[config.mk]
export PLATFORM = sky130hd
export DESIGN_NAME = smba_responder
export DESIGN_NICKNAME = d
export VERILOG_FILES = /design/src/rtl/smba_pkg.sv /design/src/rtl/smba_bus_edges.sv /design/src/rtl/smba_xfer.sv /design/src/rtl/smba_alert_ctl.sv /design/src/rtl/smba_responder.sv
export SDC_FILE = /design/constraint.sdc
export NUM_CORES = 1
export LEC_CHECK = 0
export ABC_CLOCK_PERIOD_IN_PS = 4900
export BUFFER_PORTS_ARGS = -buffer_cell sky130_fd_sc_hd__clkbuf_2
export CORE_ASPECT_RATIO = 1.4
export CORE_UTILIZATION = 65
export CTS_BUF_LIST = sky130_fd_sc_hd__clkbuf_8
export DETAILED_ROUTE_END_ITERATION = 6
export PLACE_DENSITY = 0.89
export SKIP_LAST_GASP = 1
export SYNTH_ARGS = -nofsm -noshare
export SYNTH_HDL_FRONTEND = slang
export SYNTH_HIERARCHICAL = 1
export SYNTH_SLANG_ARGS = --single-unit
export TNS_END_PERCENT = 100
[constraint.sdc]
create_clock -name clk -period 4.9 [get_ports clk]
set_input_delay 0.98 -clock clk [delete_from_list [all_inputs] [get_ports clk]]
set_output_delay 0.98 -clock clk [all_outputs]
set_load 0.01 [all_outputs]
[src/rtl/smba_pkg.sv]
// Shared constants and types for the alert response responder.
// Assumes a 7-bit bus address and an 8-bit byte on the wire.
package smba_pkg;
    localparam int ADDR_W    = 7;
    localparam int BYTE_BITS = ADDR_W + 1;
    localparam logic [ADDR_W-1:0] ARA_DEFAULT = 7'b0001100;

    typedef enum logic [2:0] {
        ST_IDLE,
        ST_ADDR,
        ST_ACK,
        ST_DATA,
        ST_MACK,
        ST_SKIP
    } xfer_state_t;
endpackage

[src/rtl/smba_bus_edges.sv]
// Resynchronises the bus lines and recovers clock edges, START and STOP.
// Assumes the system clock oversamples SCL by a wide margin; the idle bus
// level (both lines high) is the reset value so no false edge follows reset.
module smba_bus_edges #(
    parameter int SYNC_STAGES = 2
) (
    input  logic clk,
    input  logic rst_n,
    input  logic scl_i,
    input  logic sda_i,
    output logic sda_s,
    output logic scl_rise,
    output logic scl_fall,
    output logic start_det,
    output logic stop_det
);
    logic [SYNC_STAGES-1:0] scl_sr, sda_sr;
    logic scl_s, scl_d, sda_d;

    generate
        if (SYNC_STAGES == 1) begin : g_one
            // Purpose: single-stage capture of both lines.
            always_ff @(posedge clk) begin
                if (!rst_n) begin
                    scl_sr <= '1;
                    sda_sr <= '1;
                end else begin
                    scl_sr <= scl_i;
                    sda_sr <= sda_i;
                end
            end
        end else begin : g_chain
            // Purpose: multi-stage synchroniser chain for both lines.
            always_ff @(posedge clk) begin
                if (!rst_n) begin
                    scl_sr <= '1;
                    sda_sr <= '1;
                end else begin
                    scl_sr <= {scl_sr[SYNC_STAGES-2:0], scl_i};
                    sda_sr <= {sda_sr[SYNC_STAGES-2:0], sda_i};
                end
            end
        end
    endgenerate

    assign scl_s = scl_sr[SYNC_STAGES-1];
    assign sda_s = sda_sr[SYNC_STAGES-1];

    // Purpose: one-cycle history for edge detection.
    always_ff @(posedge clk) begin
        if (!rst_n) begin
            scl_d <= 1'b1;
            sda_d <= 1'b1;
        end else begin
            scl_d <= scl_s;
            sda_d <= sda_s;
        end
    end

    // Purpose: decode clock edges and the two bus conditions.
    always_comb begin
        scl_rise  = scl_s & ~scl_d;
        scl_fall  = ~scl_s & scl_d;
        start_det = scl_s & scl_d & sda_d & ~sda_s;
        stop_det  = scl_s & scl_d & ~sda_d & sda_s;
    end
endmodule

[src/rtl/smba_xfer.sv]
// Bus-side engine: matches the alert response read, acknowledges it, then
// sends the device address MSB first with wired-AND arbitration.
// Assumes own_addr is static while a transfer is in flight.
module smba_xfer
    import smba_pkg::*;
#(
    parameter logic [ADDR_W-1:0] ARA = ARA_DEFAULT
) (
    input  logic              clk,
    input  logic              rst_n,
    input  logic              sda_s,
    input  logic              scl_rise,
    input  logic              scl_fall,
    input  logic              start_det,
    input  logic              stop_det,
    input  logic [ADDR_W-1:0] own_addr,
    input  logic              alert_pend,
    output logic              sda_drv,
    output logic              arb_lost,
    output logic              ara_won
);
    localparam int CNT_W = $clog2(BYTE_BITS + 1);
    localparam logic [CNT_W-1:0] LAST = CNT_W'(BYTE_BITS);

    xfer_state_t          state;
    logic [CNT_W-1:0]     bit_cnt;
    logic [BYTE_BITS-1:0] rx_sr, tx_sr;
    logic                 hit;

    // Purpose: decide whether the received byte calls on this device.
    assign hit = (rx_sr == {ARA, 1'b1}) && alert_pend && (own_addr != ARA);

    // Purpose: transfer sequencing, acknowledge and arbitrated transmit.
    always_ff @(posedge clk) begin
        if (!rst_n) begin
            state    <= ST_IDLE;
            bit_cnt  <= '0;
            rx_sr    <= '0;
            tx_sr    <= '0;
            sda_drv  <= 1'b0;
            arb_lost <= 1'b0;
            ara_won  <= 1'b0;
        end else begin
            ara_won <= 1'b0;
            if (start_det) begin
                state    <= ST_ADDR;
                bit_cnt  <= '0;
                sda_drv  <= 1'b0;
                arb_lost <= 1'b0;
            end else if (stop_det) begin
                state   <= ST_IDLE;
                sda_drv <= 1'b0;
            end else begin
                case (state)
                    ST_ADDR: begin
                        if (scl_rise) begin
                            rx_sr   <= {rx_sr[BYTE_BITS-2:0], sda_s};
                            bit_cnt <= bit_cnt + 1'b1;
                        end else if (scl_fall && bit_cnt == LAST) begin
                            if (hit) begin
                                state   <= ST_ACK;
                                sda_drv <= 1'b1;
                            end else begin
                                state <= ST_SKIP;
                            end
                        end
                    end
                    ST_ACK: begin
                        if (scl_fall) begin
                            state    <= ST_DATA;
                            bit_cnt  <= '0;
                            tx_sr    <= {own_addr[ADDR_W-2:0], 2'b00};
                            sda_drv  <= ~own_addr[ADDR_W-1];
                            arb_lost <= 1'b0;
                        end
                    end
                    ST_DATA: begin
                        if (scl_rise) begin
                            bit_cnt <= bit_cnt + 1'b1;
                            if (!sda_drv && !sda_s)
                                arb_lost <= 1'b1;
                        end else if (scl_fall) begin
                            if (bit_cnt == LAST) begin
                                state   <= ST_MACK;
                                sda_drv <= 1'b0;
                            end else begin
                                sda_drv <= ~tx_sr[BYTE_BITS-1] && !arb_lost;
                                tx_sr   <= {tx_sr[BYTE_BITS-2:0], 1'b0};
                            end
                        end
                    end
                    ST_MACK: begin
                        if (scl_fall) begin
                            state   <= ST_SKIP;
                            ara_won <= !arb_lost;
                        end
                    end
                    default: ;
                endcase
            end
        end
    end
endmodule

[src/rtl/smba_alert_ctl.sv]
// Alert bookkeeping: raises the pending alert from the condition and
// releases it only after a won answer, a later status read and a quiet
// condition. Assumes status_rd is a one-cycle strobe.
module smba_alert_ctl (
    input  logic clk,
    input  logic rst_n,
    input  logic alert_cond,
    input  logic status_rd,
    input  logic ara_won,
    output logic alert_pend,
    output logic answered
);
    logic rd_seen;

    // Purpose: pending / answered / status-seen state with joint release.
    always_ff @(posedge clk) begin
        if (!rst_n) begin
            alert_pend <= 1'b0;
            answered   <= 1'b0;
            rd_seen    <= 1'b0;
        end else if (!alert_pend) begin
            alert_pend <= alert_cond;
            answered   <= 1'b0;
            rd_seen    <= 1'b0;
        end else if (answered && rd_seen && !alert_cond) begin
            alert_pend <= 1'b0;
            answered   <= 1'b0;
            rd_seen    <= 1'b0;
        end else begin
            if (ara_won)
                answered <= 1'b1;
            if (answered && status_rd)
                rd_seen <= 1'b1;
        end
    end
endmodule

[src/rtl/smba_responder.sv]
// Top: alert line driver and alert response answerer on a shared bus.
// Assumes both bus lines are open drain; a 1 on a *_pull output pulls low.
module smba_responder
    import smba_pkg::*;
#(
    parameter logic [ADDR_W-1:0] ARA = ARA_DEFAULT,
    parameter int SYNC_STAGES = 2
) (
    input  logic              clk,
    input  logic              rst_n,
    input  logic              scl_i,
    input  logic              sda_i,
    input  logic [ADDR_W-1:0] own_addr,
    input  logic              alert_cond,
    input  logic              status_rd,
    output logic              sda_pull,
    output logic              alert_pull
);
    logic sda_s, scl_rise, scl_fall, start_det, stop_det;
    logic alert_pend, answered, arb_lost, ara_won, sda_drv;

    smba_bus_edges #(.SYNC_STAGES(SYNC_STAGES)) u_edges (
        .clk(clk), .rst_n(rst_n), .scl_i(scl_i), .sda_i(sda_i),
        .sda_s(sda_s), .scl_rise(scl_rise), .scl_fall(scl_fall),
        .start_det(start_det), .stop_det(stop_det)
    );

    smba_xfer #(.ARA(ARA)) u_xfer (
        .clk(clk), .rst_n(rst_n), .sda_s(sda_s),
        .scl_rise(scl_rise), .scl_fall(scl_fall),
        .start_det(start_det), .stop_det(stop_det),
        .own_addr(own_addr), .alert_pend(alert_pend),
        .sda_drv(sda_drv), .arb_lost(arb_lost), .ara_won(ara_won)
    );

    smba_alert_ctl u_alert (
        .clk(clk), .rst_n(rst_n), .alert_cond(alert_cond),
        .status_rd(status_rd), .ara_won(ara_won),
        .alert_pend(alert_pend), .answered(answered)
    );

    assign sda_pull   = sda_drv;
    assign alert_pull = alert_pend;
endmodule

==> flow_summary_export.csv, run 1 <==
group,metric,value,unit
worst_setup_path,crit_family,"simple AND/OR/NAND/NOR gates",
worst_setup_path,path_max_fanout,19,
clocking,root_buffer,"clkbuf_8",
final_layout,antenna_cells,0,
synth,synth-seq-area-share,41.5,%
synth,async_flop_share,0,%
die,dieArea,2650,um2
sta,fmax,450,MHz
drt,via_count,1377,
global_route,grt_remaining_overflow,0,
clocking,cts_setup_buffers,0,
min_path,worstHoldPathCells,1,
sta,period_minus_slack,2.22,ns
synth,synthTopCellsByArea,"dfxtp_1, nand2b_1, nor2_1, mux2i_1, inv_1",
sta,hold_violations,0,
power,power,0.489,mW
synth,postSynthAreaPerCell,8.83,um2
power,max-vdd-ir-drop,0.000253,V
sta,slew_headroom,57.5,%
worst_setup_path,crit_required,5.06,ns
die,die_w,43.8,um
synth,synth_top_area_share,41.5,%
final_layout,fin_area,1730,um2
worst_setup_path,cpPeakStageDelay,0.77,ns
sta,skew,0.00522,ns
global_route,grt_max_degree,20,
sta,final.setup.tns,0,ns
die,die_h,60.5,um
final_layout,final_util,76.8,%
sta,drv_slew,0,
placement,dp_slack,2.66,ns
clocking,cts_inserted_buffers,5,
worst_setup_path,path_class,"register to register",
worst_setup_path,cpMaxStageDelayCell,"or4_1",
drt,routedWlPerCell,14.5,um
die,initial_core_util,70.6,%
drt,final_antenna_net_count,0,
synth,synthesis.instances,180,
worst_setup_path,crit_buf_inv,0,
flow_run,drv_cap,0,
synth,syn_nets,195,
worst_setup_path,cp-start-kind,"register",
global_route,antenna_found_initial,0,
synth,yosys.area.top_type,"dfxtp_1",
clocking,post_cts_resized,0,
clocking,insertion_delay,0.28,ns
clocking,clockBufferDepth,2,
clocking,cts_tree,"yes",
die,row_count,20,
placement,gp_congestion,0.902,
drt,drtIter0Drc,51,
worst_setup_path,crit_arrival,2.38,ns
power,power.density,283,nW/um2
synth,synth_area,1590,um2
die,core,2250,um2
worst_setup_path,path_depth,4,
worst_setup_path,worstPathCellList,"nand2b_1 -> or4_1 -> mux2i_1 -> nor2_1",
sta,finalSetupViolations,0,
worst_setup_path,rr_worst_depth,4,
power,leakage,0.676,nW
sta,worst_slack,2.68,ns
status,status,"finished, violations left",
global_route,grt_pass1_vias,1285,
drt,viasPerCell,6.35,
sta,post-route-period-util,45.3,%
synth,yosys_warnings,6,
global_route,grt_pass1_wl,5.40,mm
synth,ys_seq_elements,33,
clocking,htreeDepth,2,
clocking,cts.sinks,33,
placement,hpwl,2.29,mm
drt,finalWirelength,3.14,mm
drt,drt_pre_antenna_iters,6,
synth,synthDistinctLibCells,49,
placement,postPlaceCellArea,1650,um2
synth,synthFlopType,"dfxtp_1",
final_layout,drive_gt1_share,13.8,%
final_layout,syn2layout_area_growth,8.81,%
status,violations,"DRC",
sta,tightest_slew,0.636,ns
clocking,clk_pin_slew,0.06,ns
sta,rsz0062_at_grt,"no",
drt,drc,1,
die,pin_count,15,
min_path,hold_path_class,"register to register",
global_route,grt_usage,28.0,%
clocking,hold_buffers,0,
final_layout,num-nets-final,209,
placement,portBuffers,14,
worst_setup_path,cp-end-kind,"register",
synth,synth_edf_count,0,
metrics by stage:
step	hold WS [ns]	cells
2_1_floorplan	0.386	180
4_1_cts	0.417	217
5_1_grt	0.449	217
3_3_place_gp	0.391	209
6_report	0.420	217
3_5_place_dp	0.401	209
routing by layer:
layer	vias to the layer above	share of wire (%)	wire, um	track usage, %
met2	60	52	1640	50.1
li1	671	-	-	-
met5	-	0	0	0
met1	638	40	1270	30.0
met4	0	1.2	38	13.4
met3	8	6.1	192	8.04
layout by cell type, fill, tap and decap left out, types with 4 or more instances in the layout:
cell type,n
inv_1,12
nand3b_1,4
nand3_1,5
clkbuf_8,5
mux2i_1,9
nor2b_1,4
a311oi_1,4
o21ai_0,4
dfxtp_1,33
nor2_1,25
a21oi_1,5
clkbuf_2,14
nand2_1,8
nand2b_1,15
area by class of cell:
class	count	area (um2)
inverters	11	41.3
multi-input cells	129	848
well taps	22	27.5
fillers	176	522
flip-flops and latches	33	661
repair buffers	14	70.1
clock inverters	3	13.8
clock buffers	5	68.8
Yosys cell counts, drive strengths merged, types with 2 or more instances:
cell type	number
a311oi	4
nand3b	4
a211oi	2
nor2b	4
a21oi	6
nand4	2
inv	11
mux2i	9
nor2	25
nor3	2
o22ai	2
a2111oi	2
or3	3
nand3	5
xnor2	2
ha	2
and4b	2
nand2b	15
nand2	9
o311ai	2
clkbuf	3
dfxtp	33
o21ai	5
nor4	2
nor4b	3
buf	4
registers in the layout (all words and copies together), names as in the netlist:
name,count
u_alert/alert_pend,1
u_alert/answered,1
u_alert/rd_seen,1
u_edges/scl_d,1
u_edges/scl_sr,2
u_edges/sda_d,1
u_edges/sda_sr,2
u_xfer/ara_won,1
u_xfer/arb_lost,1
u_xfer/bit_cnt,4
u_xfer/rx_sr,8
u_xfer/sda_drv,1
u_xfer/state,3
u_xfer/tx_sr,6
final timing paths:
kind	start	to	slack, ns
max	u_xfer/state[0]$_SDFFE_PN0P_	u_xfer/rx_sr[6]$_SDFFE_PN0P_	2.68
min reg2reg	u_edges/scl_sr[0]$_SDFF_PN1_	u_edges/scl_sr[1]$_SDFF_PN1_	0.42
min	u_edges/scl_sr[0]$_SDFF_PN1_	u_edges/scl_sr[1]$_SDFF_PN1_	0.42
max reg2reg	u_xfer/state[0]$_SDFFE_PN0P_	u_xfer/rx_sr[6]$_SDFFE_PN0P_	2.68
where the power goes:
part           internal, mW  switching, mW  leakage, nW
Sequential            0.271        0.00432        0.267
Clock                0.0960         0.0924       0.0491
Combinational        0.0102         0.0145        0.360
kinds of logic after synthesis:
logic type | share of synthesized area (%)
compound gates | 15.6
xor+xnor | 1.10
fa+ha+maj | 1.57
buf+inv | 5.11
flops | 41.5
mux | 5.67
simple gates | 29.4
worst reg2reg max path, delay by kind of cell (launching register included):
| family | cells | cell delay [ns] |
|---|---|---|
| flops | 1 | 0.73 |
| mux | 1 | 0.25 |
| simple gates | 3 | 1.12 |
Note: power is estimated with default switching activity, not from simulation.
==> run 2: changes to the inputs <==
--- a/config.mk
+++ b/config.mk
@@ -5,13 +5,13 @@
 export SDC_FILE = /design/constraint.sdc
 export NUM_CORES = 1
 export LEC_CHECK = 0
-export ABC_CLOCK_PERIOD_IN_PS = 4900
+export ABC_CLOCK_PERIOD_IN_PS = 1930
 export BUFFER_PORTS_ARGS = -buffer_cell sky130_fd_sc_hd__clkbuf_2
 export CORE_ASPECT_RATIO = 1.4
-export CORE_UTILIZATION = 65
+export CORE_UTILIZATION = 55
 export CTS_BUF_LIST = sky130_fd_sc_hd__clkbuf_8
 export DETAILED_ROUTE_END_ITERATION = 6
-export PLACE_DENSITY = 0.89
+export PLACE_DENSITY = 0.81
 export SKIP_LAST_GASP = 1
 export SYNTH_ARGS = -nofsm -noshare
 export SYNTH_HDL_FRONTEND = slang
==> constraint.sdc (replaced) <==
create_clock -name clk -period 1.93 [get_ports clk]
set_input_delay 0.386 -clock clk [delete_from_list [all_inputs] [get_ports clk]]
set_output_delay 0.386 -clock clk [all_outputs]
set_load 0.01 [all_outputs]
==> flow_summary_export.csv, run 2 (synthesized netlist as in run 1, its figures left out) <==
group,metric,value,unit
clocking,cts.sinks,33,
worst_setup_path,crit_required,2.12,ns
die,die_w,47.4,um
global_route,grt_pass1_vias,1316,
clocking,cts_setup_buffers,0,
power,power.density,761,nW/um2
min_path,worstHoldPathCells,2,
worst_setup_path,cp-end-kind,"register",
drt,via_count,1409,
worst_setup_path,worstPathCellList,"inv_1 -> ha_1 -> and3b_1 -> a2111oi_4 -> buf_6 -> nor2_1 -> a311oi_1",
global_route,antenna_found_initial,0,
power,max-vdd-ir-drop,0.000665,V
final_layout,reg.largest.list,"u_xfer/rx_sr (8), u_xfer/tx_sr (6), u_xfer/bit_cnt (4)",
sta,fmax,543,MHz
clocking,clk_pin_slew,0.06,ns
die,core,2670,um2
final_layout,largest_reg_flops,8,
sta,hold_violations,0,
min_path,whs_endpoint,"u_edges/scl_sr[0]$_SDFF_PN1_",
die,pin_count,15,
final_layout,num-nets-final,219,
sta,post-route-period-util,95.4,%
die,row_count,22,
clocking,clockBufferDepth,2,
global_route,grt_remaining_overflow,0,
worst_setup_path,path_class,"register to register",
min_path,hp-start,"scl_i",
clocking,hold_buffers,0,
final_layout,fillerInstances,225,
placement,gp_congestion,0.954,
flow_run,drv_cap,0,
sta,finalSetupViolations,0,
drt,finalWirelength,3.56,mm
sta,period_minus_slack,1.84,ns
sta,skew,0.00229,ns
sta,tightest_slew,0.501,ns
clocking,insertion_delay,0.28,ns
worst_setup_path,cpMaxStageDelayCell,"a2111oi_4",
die,die_h,65.6,um
sta,final.setup.tns,0,ns
worst_setup_path,worstReg2RegEnd,"u_xfer/tx_sr[7]$_SDFFE_PN0P_",
final_layout,drive_gt1_share,20.0,%
min_path,hold_path_class,"primary input to register",
global_route,grt_usage,26.2,%
drt,drtIter0Drc,56,
final_layout,final_common_cell,"dfxtp_1",
worst_setup_path,crit_family,"compound AO/OA/AOI/OAI gates",
power,power,1.42,mW
worst_setup_path,path_max_fanout,6,
power,leakage,0.747,nW
final_layout,final_util,70.1,%
worst_setup_path,reg2reg_slack,0.09,ns
sta,slew_headroom,65.8,%
final_layout,top_register,"u_xfer/rx_sr",
worst_setup_path,crit_arrival,2.03,ns
final_layout,layout_common_cells,"dfxtp_1, nor2_1, nand2b_1, clkbuf_2, inv_1",
drt,final_antenna_net_count,0,
clocking,root_buffer,"clkbuf_8",
sta,drv_slew,0,
sta,rsz0062_at_grt,"yes",
drt,drt_pre_antenna_iters,4,
drt,routedWlPerCell,14.8,um
global_route,grt_max_degree,14,
status,status,"finished clean",
worst_setup_path,rr_worst_depth,7,
die,dieArea,3110,um2
worst_setup_path,crit_buf_inv,2,
final_layout,syn2layout_area_growth,17.6,%
die,initial_core_util,59.6,%
drt,drc,0,
global_route,grt_pass1_wl,5.82,mm
clocking,cts_inserted_buffers,5,
placement,hpwl,2.62,mm
clocking,cts_tree,"yes",
placement,portBuffers,14,
drt,viasPerCell,5.85,
worst_setup_path,cp-start-kind,"register",
worst_setup_path,cpPeakStageDelay,0.42,ns
clocking,htreeDepth,2,
worst_setup_path,timing.rr.start,"u_xfer/bit_cnt[1]$_SDFFE_PP0P_",
final_layout,antenna_cells,0,
-- run 2: worst register-to-register path, stage by stage, from the launching register on --
cell and delay (ns):
dfxtp_1 0.38, inv_1 0.06, ha_1 0.20, and3b_1 0.25, a2111oi_4 0.42, buf_6 0.17
nor2_1 0.04, a311oi_1 0.22
-- run 2: layer usage --
layer  global-route usage, %  vias to the layer above  wire length, um
li1                        -                      688                -
met2                    46.1                       43             1940
met5                       0                        -                0
met4                    11.1                        0               56
met1                    29.4                      671             1410
met3                    4.12                        7              152
-- run 2: final cells by class --
class,count,area (um2),area share (%)
inverter,11,41.3,2.21
clock inverter,2,33.8,1.81
sequential,33,662,35.4
timing repair buffer,24,146,7.83
clock buffer,6,82.6,4.41
tap,36,45.0,2.41
multi-input combinational,129,860,46.0
-- run 2: worst max path at each step --
stage / endpoint / start / cells past startpoint / slack (ns)
2_1_floorplan: u_xfer/tx_sr[7]$_SDFFE_PN0P_ / u_edges/scl_d$_SDFF_PN1_ / 6 / 0.19
3_3_place_gp: u_xfer/tx_sr[4]$_SDFFE_PN0P_ / u_edges/scl_d$_SDFF_PN1_ / 6 / 0.13
3_5_place_dp: u_xfer/tx_sr[6]$_SDFFE_PN0P_ / u_edges/scl_d$_SDFF_PN1_ / 6 / -0.005
4_1_cts: u_xfer/tx_sr[6]$_SDFFE_PN0P_ / u_edges/scl_d$_SDFF_PN1_ / 6 / 0.02
5_1_grt: u_xfer/tx_sr[4]$_SDFFE_PN0P_ / u_xfer/bit_cnt[1]$_SDFFE_PP0P_ / 7 / -0.004
6_report: u_xfer/tx_sr[7]$_SDFFE_PN0P_ / u_xfer/bit_cnt[1]$_SDFFE_PP0P_ / 7 / 0.09
-- run 2: power by group --
group | switching, mW | total, mW | internal (mW)
Clock | 0.238 | 0.653 | 0.415
Sequential | 0.00752 | 0.696 | 0.689
Combinational | 0.0431 | 0.0748 | 0.0317
-- run 2: metrics by stage --
step	hold WS (ns)	setup slack, ns	std cells	instance area (um2)
after detailed placement	0.398	-0.00543	232	1730
after global placement	0.392	0.129	232	1730
after floorplan	0.386	0.187	180	1590
after global routing	0.285	-0.00382	241	1870
after CTS	0.280	0.0166	241	1860
final	0.282	0.0883	241	1870
-- run 2: repair_timing --
item	in CTS	in global routing
cloned	1	0
endpoints found under the setup margin	1	5
pin swaps	1	2
gates resized for setup	1	4
